$ cat config.mk
export PLATFORM = sky130hd
export DESIGN_NAME = debug_event_resp
export DESIGN_NICKNAME = d
export VERILOG_FILES = /design/src/rtl/debug_event_resp.sv
export SDC_FILE = /design/constraint.sdc
export NUM_CORES = 1
export LEC_CHECK = 0
export BUFFER_PORTS_ARGS = -buffer_cell sky130_fd_sc_hd__buf_4
export CORE_UTILIZATION = 48
export CTS_CLUSTER_DIAMETER = 200
export DETAILED_ROUTE_END_ITERATION = 7
export PLACE_DENSITY = 0.88
export SYNTH_ARGS = -nofsm -noshare
export SYNTH_HDL_FRONTEND = slang
export SYNTH_SLANG_ARGS = --single-unit
export TNS_END_PERCENT = 50
$ cat constraint.sdc
create_clock -name clk -period 3.9 [get_ports clk]
set_input_delay 1.17 -clock clk [delete_from_list [all_inputs] [get_ports clk]]
set_output_delay 1.17 -clock clk [all_outputs]
set_load 0.03 [all_outputs]
$ cat src/rtl/debug_event_resp.sv
module debug_event_resp #(
  parameter int ADDR_W = 32
) (
  input  logic              clk,
  input  logic              rst_n,
  input  logic              en_irq_evt,
  input  logic              en_cmp_evt,
  input  logic              mode_ext,
  input  logic              mode_wait,
  input  logic              mode_int,
  input  logic              mode_trace,
  input  logic              msr_de,
  input  logic              irq_taken,
  input  logic              irq_critical,
  input  logic              insn_done,
  input  logic [ADDR_W-1:0] next_pc,
  input  logic              clr_wr,
  input  logic [2:0]        clr_mask,
  input  logic              dbg_ack,
  output logic              stat_irq,
  output logic              stat_cmp,
  output logic              stat_imp,
  output logic              stop_req,
  output logic              dbg_irq,
  output logic [ADDR_W-1:0] dbg_ret_addr,
  output logic              trace_ind
);

  logic halt_md, int_only, trace_only;
  assign halt_md    = mode_ext | mode_wait;
  assign int_only   = mode_int & ~halt_md;
  assign trace_only = mode_trace & ~halt_md & ~mode_int;

  logic irq_evt, cmp_evt, any_evt;
  assign irq_evt = en_irq_evt & irq_taken &
                   (halt_md | (int_only & ~irq_critical) | trace_only);
  assign cmp_evt = en_cmp_evt & insn_done & (halt_md | (int_only & msr_de));
  assign any_evt = irq_evt | cmp_evt;

  logic irq_keep, cmp_keep, imp_keep;
  assign irq_keep = stat_irq & ~(clr_wr & clr_mask[0]);
  assign cmp_keep = stat_cmp & ~(clr_wr & clr_mask[1]);
  assign imp_keep = stat_imp & ~(clr_wr & clr_mask[2]);

  logic de_q, deferred, precise, raise;
  assign deferred = int_only & msr_de & ~de_q & imp_keep & (irq_keep | cmp_keep);
  assign precise  = int_only & msr_de & any_evt;
  assign raise    = precise | deferred;

  always_ff @(posedge clk or negedge rst_n) begin
    if (!rst_n) begin
      stat_irq     <= 1'b0;
      stat_cmp     <= 1'b0;
      stat_imp     <= 1'b0;
      stop_req     <= 1'b0;
      dbg_irq      <= 1'b0;
      dbg_ret_addr <= '0;
      trace_ind    <= 1'b0;
      de_q         <= 1'b0;
    end else begin
      de_q      <= msr_de;
      stat_irq  <= irq_keep | irq_evt;
      stat_cmp  <= cmp_keep | cmp_evt;
      stat_imp  <= imp_keep | (int_only & ~msr_de & any_evt);
      trace_ind <= trace_only & irq_evt;
      if (halt_md & any_evt) stop_req <= 1'b1;
      else if (clr_wr)       stop_req <= 1'b0;
      dbg_irq <= raise | (dbg_irq & ~dbg_ack);
      if (raise & ~dbg_irq) dbg_ret_addr <= next_pc;
    end
  end

  assert_stop_from_halt_R3: assert property (@(posedge clk) disable iff (!rst_n)
    $rose(stop_req) |-> $past(mode_ext | mode_wait));

  assert_no_critical_evt_R4: assert property (@(posedge clk) disable iff (!rst_n)
    (irq_taken & irq_critical & mode_int & ~mode_ext & ~mode_wait & ~stat_irq) |=> !stat_irq);

  assert_imp_needs_de_low_R6: assert property (@(posedge clk) disable iff (!rst_n)
    $rose(stat_imp) |-> $past(~msr_de & mode_int));

  assert_trace_only_mode_R8: assert property (@(posedge clk) disable iff (!rst_n)
    trace_ind |-> $past(mode_trace & ~mode_int & ~mode_ext & ~mode_wait));

  assert_sticky_status_R10: assert property (@(posedge clk) disable iff (!rst_n)
    (stat_irq & ~(clr_wr & clr_mask[0])) |=> stat_irq);

  assert_irq_held_R11: assert property (@(posedge clk) disable iff (!rst_n)
    (dbg_irq & ~dbg_ack) |=> dbg_irq);

  assert_addr_stable_R11: assert property (@(posedge clk) disable iff (!rst_n)
    (dbg_irq & ~dbg_ack) |=> $stable(dbg_ret_addr));

endmodule

==> results_dict.tcl <==
set metrics [dict create \
    run_status "finished clean" \
    multi_input_area_um2 693 \
    ios 87 \
    synth_cell_types 22 \
    numCtsBuffers 5 \
    syn_nets 151 \
    seq_area_um2 976 \
    numPortBuffers 86 \
    met3_usage_pct 5.38 \
    rows 21 \
    drt-wirelength-per-cell_um 14.3 \
    grt_max_degree 40 \
    wl_um 3460 \
    finalCritPeriodShare_pct 62.3 \
    nFillCells 237 \
    fin_nets 243 \
    drt_iter0_markers 19 \
    antenna_found_initial 0 \
    cp-start-kind "input pin" \
    die_w_um 61.8 \
    synth_edf_count 0 \
    seqPwrFrac_pct 41.8 \
    clock_path_buffers 2 \
    cts_tree "done" \
    grtUsageMet1_pct 20.9 \
    end_kind "flop" \
    fp.coreArea_um2 3390 \
    ys_ff_latch 39 \
    post-cts-setup-buffers 0 \
    clk_latency_ns 0.34 \
    cts_sinks 39 \
    dp_hpwl_um 2650 \
    drcViolationCount 0 \
    rsz0062_at_grt "no" \
    syn2layout_area_growth_pct 43.4 \
    synth_top_cell_by_area "dfrtp_1" \
    setup_violations 0 \
    fin_util_pct 72.7 \
    syn_inst 102 \
    fin_ws_ns 1.47 \
    p_sw_uw 464 \
    ys.flop_type "dfrtp_1" \
    hold_viol 0 \
    synthMostInstantiatedCell "dfrtp_1" \
    via_count 1224 \
    gp_congestion 0.756 \
    crit_fanout 22 \
    ir_worst_vdd_uv 291 \
    grt_overflow 0 \
    min_period_ns 2.43 \
    powerDensity_nw_per_um2 540 \
    clk_pin_slew_ns 0.11 \
    grt.busiest_layer "met2" \
    async_flop_share_pct 100 \
    htreeDepth 2 \
    cts_hold_buf 0 \
    synthTopCellsByArea "dfrtp_1, mux2_4, buf_8, a311oi_4, mux2_2" \
    synth_common_cells "dfrtp_1, mux2_4, nand2_1" \
    grt_pass1_wl_um 5090 \
    vias_per_cell 5.08 \
    start_util_pct 50.7 \
    drive_gt1_share_pct 68.2 \
    grt_usage_pct 18.7 \
    n_antenna_cell 0 \
    cap_violations 0 \
    slew_viol_final 0 \
    grtUsageMet2_pct 33.5 \
    die_h_um 61.8 \
    seq_area_frac_synth_pct 56.8 \
    tightest_slew_ns 0.471 \
    p_int_uw 865 \
    p_leak_uw 0.00133 \
    power_frac_clock_pct 17.6 \
    finish.instance_area_um2 2460 \
    die_area_um2 3820 \
    power.total_uw 1330 \
    comb_power_share_pct 40.7 \
    max_freq_mhz 411 \
    switching_share_pct 34.9 \
    avgSynthCellArea_um2 16.8 \
    timing.hold.worst.class "reg -> reg" \
    fin_tns_setup_ns 0 \
    critPathKind "in -> reg" \
    yosys.area.top_type_share_pct 56.8 \
    slew_headroom_pct 68.3 \
    synthesis.area_um2 1720 \
    ant_nets 0 \
    pre_cts_slack_ns 1.10 \
    crit_arrival_ns 2.67 \
    root_buffer "clkbuf_4" \
    critPathRequiredTime_ns 4.13 \
    placed_area_um2 2390 \
    ys_warn_count 0 \
    grt_pass1_vias 1177 \
    cts.repair.resized 0 \
    dr.pass1.iters 4 \
    skew_ns 0.00778 \
]
-- cells by family (layout without fill, tap and decap cells) --
family	after synthesis	in the layout	share of synthesized area, %
flip-flops	39	39	56.8
multiplexers	32	32	27.5
AND/OR/NAND/NOR	17	17	5.75
AO/OA/AOI/OAI	10	10	7.07
buffers and inverters	4	97	2.84
-- worst max-delay path, stage by stage --
cell and delay, ns:
buf_4 0.13, nor2_4 0.16, a21oi_1 0.17, o31ai_4 0.25
buf_4 0.39, mux2_2 0.38
-- flip-flops by register name (all words and copies together), names as in the netlist --
register      count
dbg_irq           1
dbg_ret_addr     32
de_q              1
stat_cmp          1
stat_imp          1
stat_irq          1
stop_req          1
trace_ind         1
-- power groups by stage --
stage / sequential (uW) / clock (uW) / combinational, uW
final: 555 / 233 / 541
after global routing: 567 / 257 / 573
after floorplan: 741 / 0 / 143
after CTS: 556 / 242 / 546
after global placement: 554 / 0 / 539
after detailed placement: 563 / 0 / 545
-- layer usage --
metal  vias up  part of all wire, %
met3         4                  8.1
met1       592                   42
met2        74                   50
met5         -                    0
met4         0                 0.55
li1        554                    -
-- final timing paths --
check,from,end,slack [ns],cells past startpoint
max,mode_wait,dbg_ret_addr[16],1.47,6
min,dbg_ret_addr[16],dbg_ret_addr[16],0.52,1
max reg2reg,stat_cmp,dbg_ret_addr[16],2.01,5
min reg2reg,dbg_ret_addr[16],dbg_ret_addr[16],0.52,1
max in group asynchronous,rst_n,dbg_ret_addr[13],2.78,1
min in group asynchronous,rst_n,dbg_ret_addr[0],0.77,1
-- layout make-up --
type | instances | share of cell area (%)
Tap cell | 46 | 2.34
Timing Repair Buffer | 88 | 26.8
Inverter | 1 | 0.152
Clock buffer | 7 | 2.64
Clock inverter | 1 | 0.305
Sequential cell | 39 | 39.6
Multi-Input combinational cell | 59 | 28.1
-- cells in the final DEF (no fill, tap or decap), types with 2 or more instances in the layout --
| cell type | instances |
|---|---|
| buf_4 | 88 |
| nand2b_1 | 2 |
| a21o_1 | 2 |
| dfrtp_1 | 39 |
| nand2_1 | 6 |
| clkbuf_4 | 5 |
| mux2_4 | 30 |
| nor4_1 | 2 |
| or2b_1 | 3 |
| mux2_2 | 2 |
| clkbuf_8 | 2 |
-- through the flow --
step | hold WS [ns] | cells
2_1_floorplan | 0.638 | 102
3_3_place_gp | 0.493 | 233
3_5_place_dp | 0.496 | 233
4_1_cts | 0.526 | 241
5_1_grt | 0.545 | 241
6_report | 0.520 | 241
Note: power is estimated with default switching activity, not from simulation.
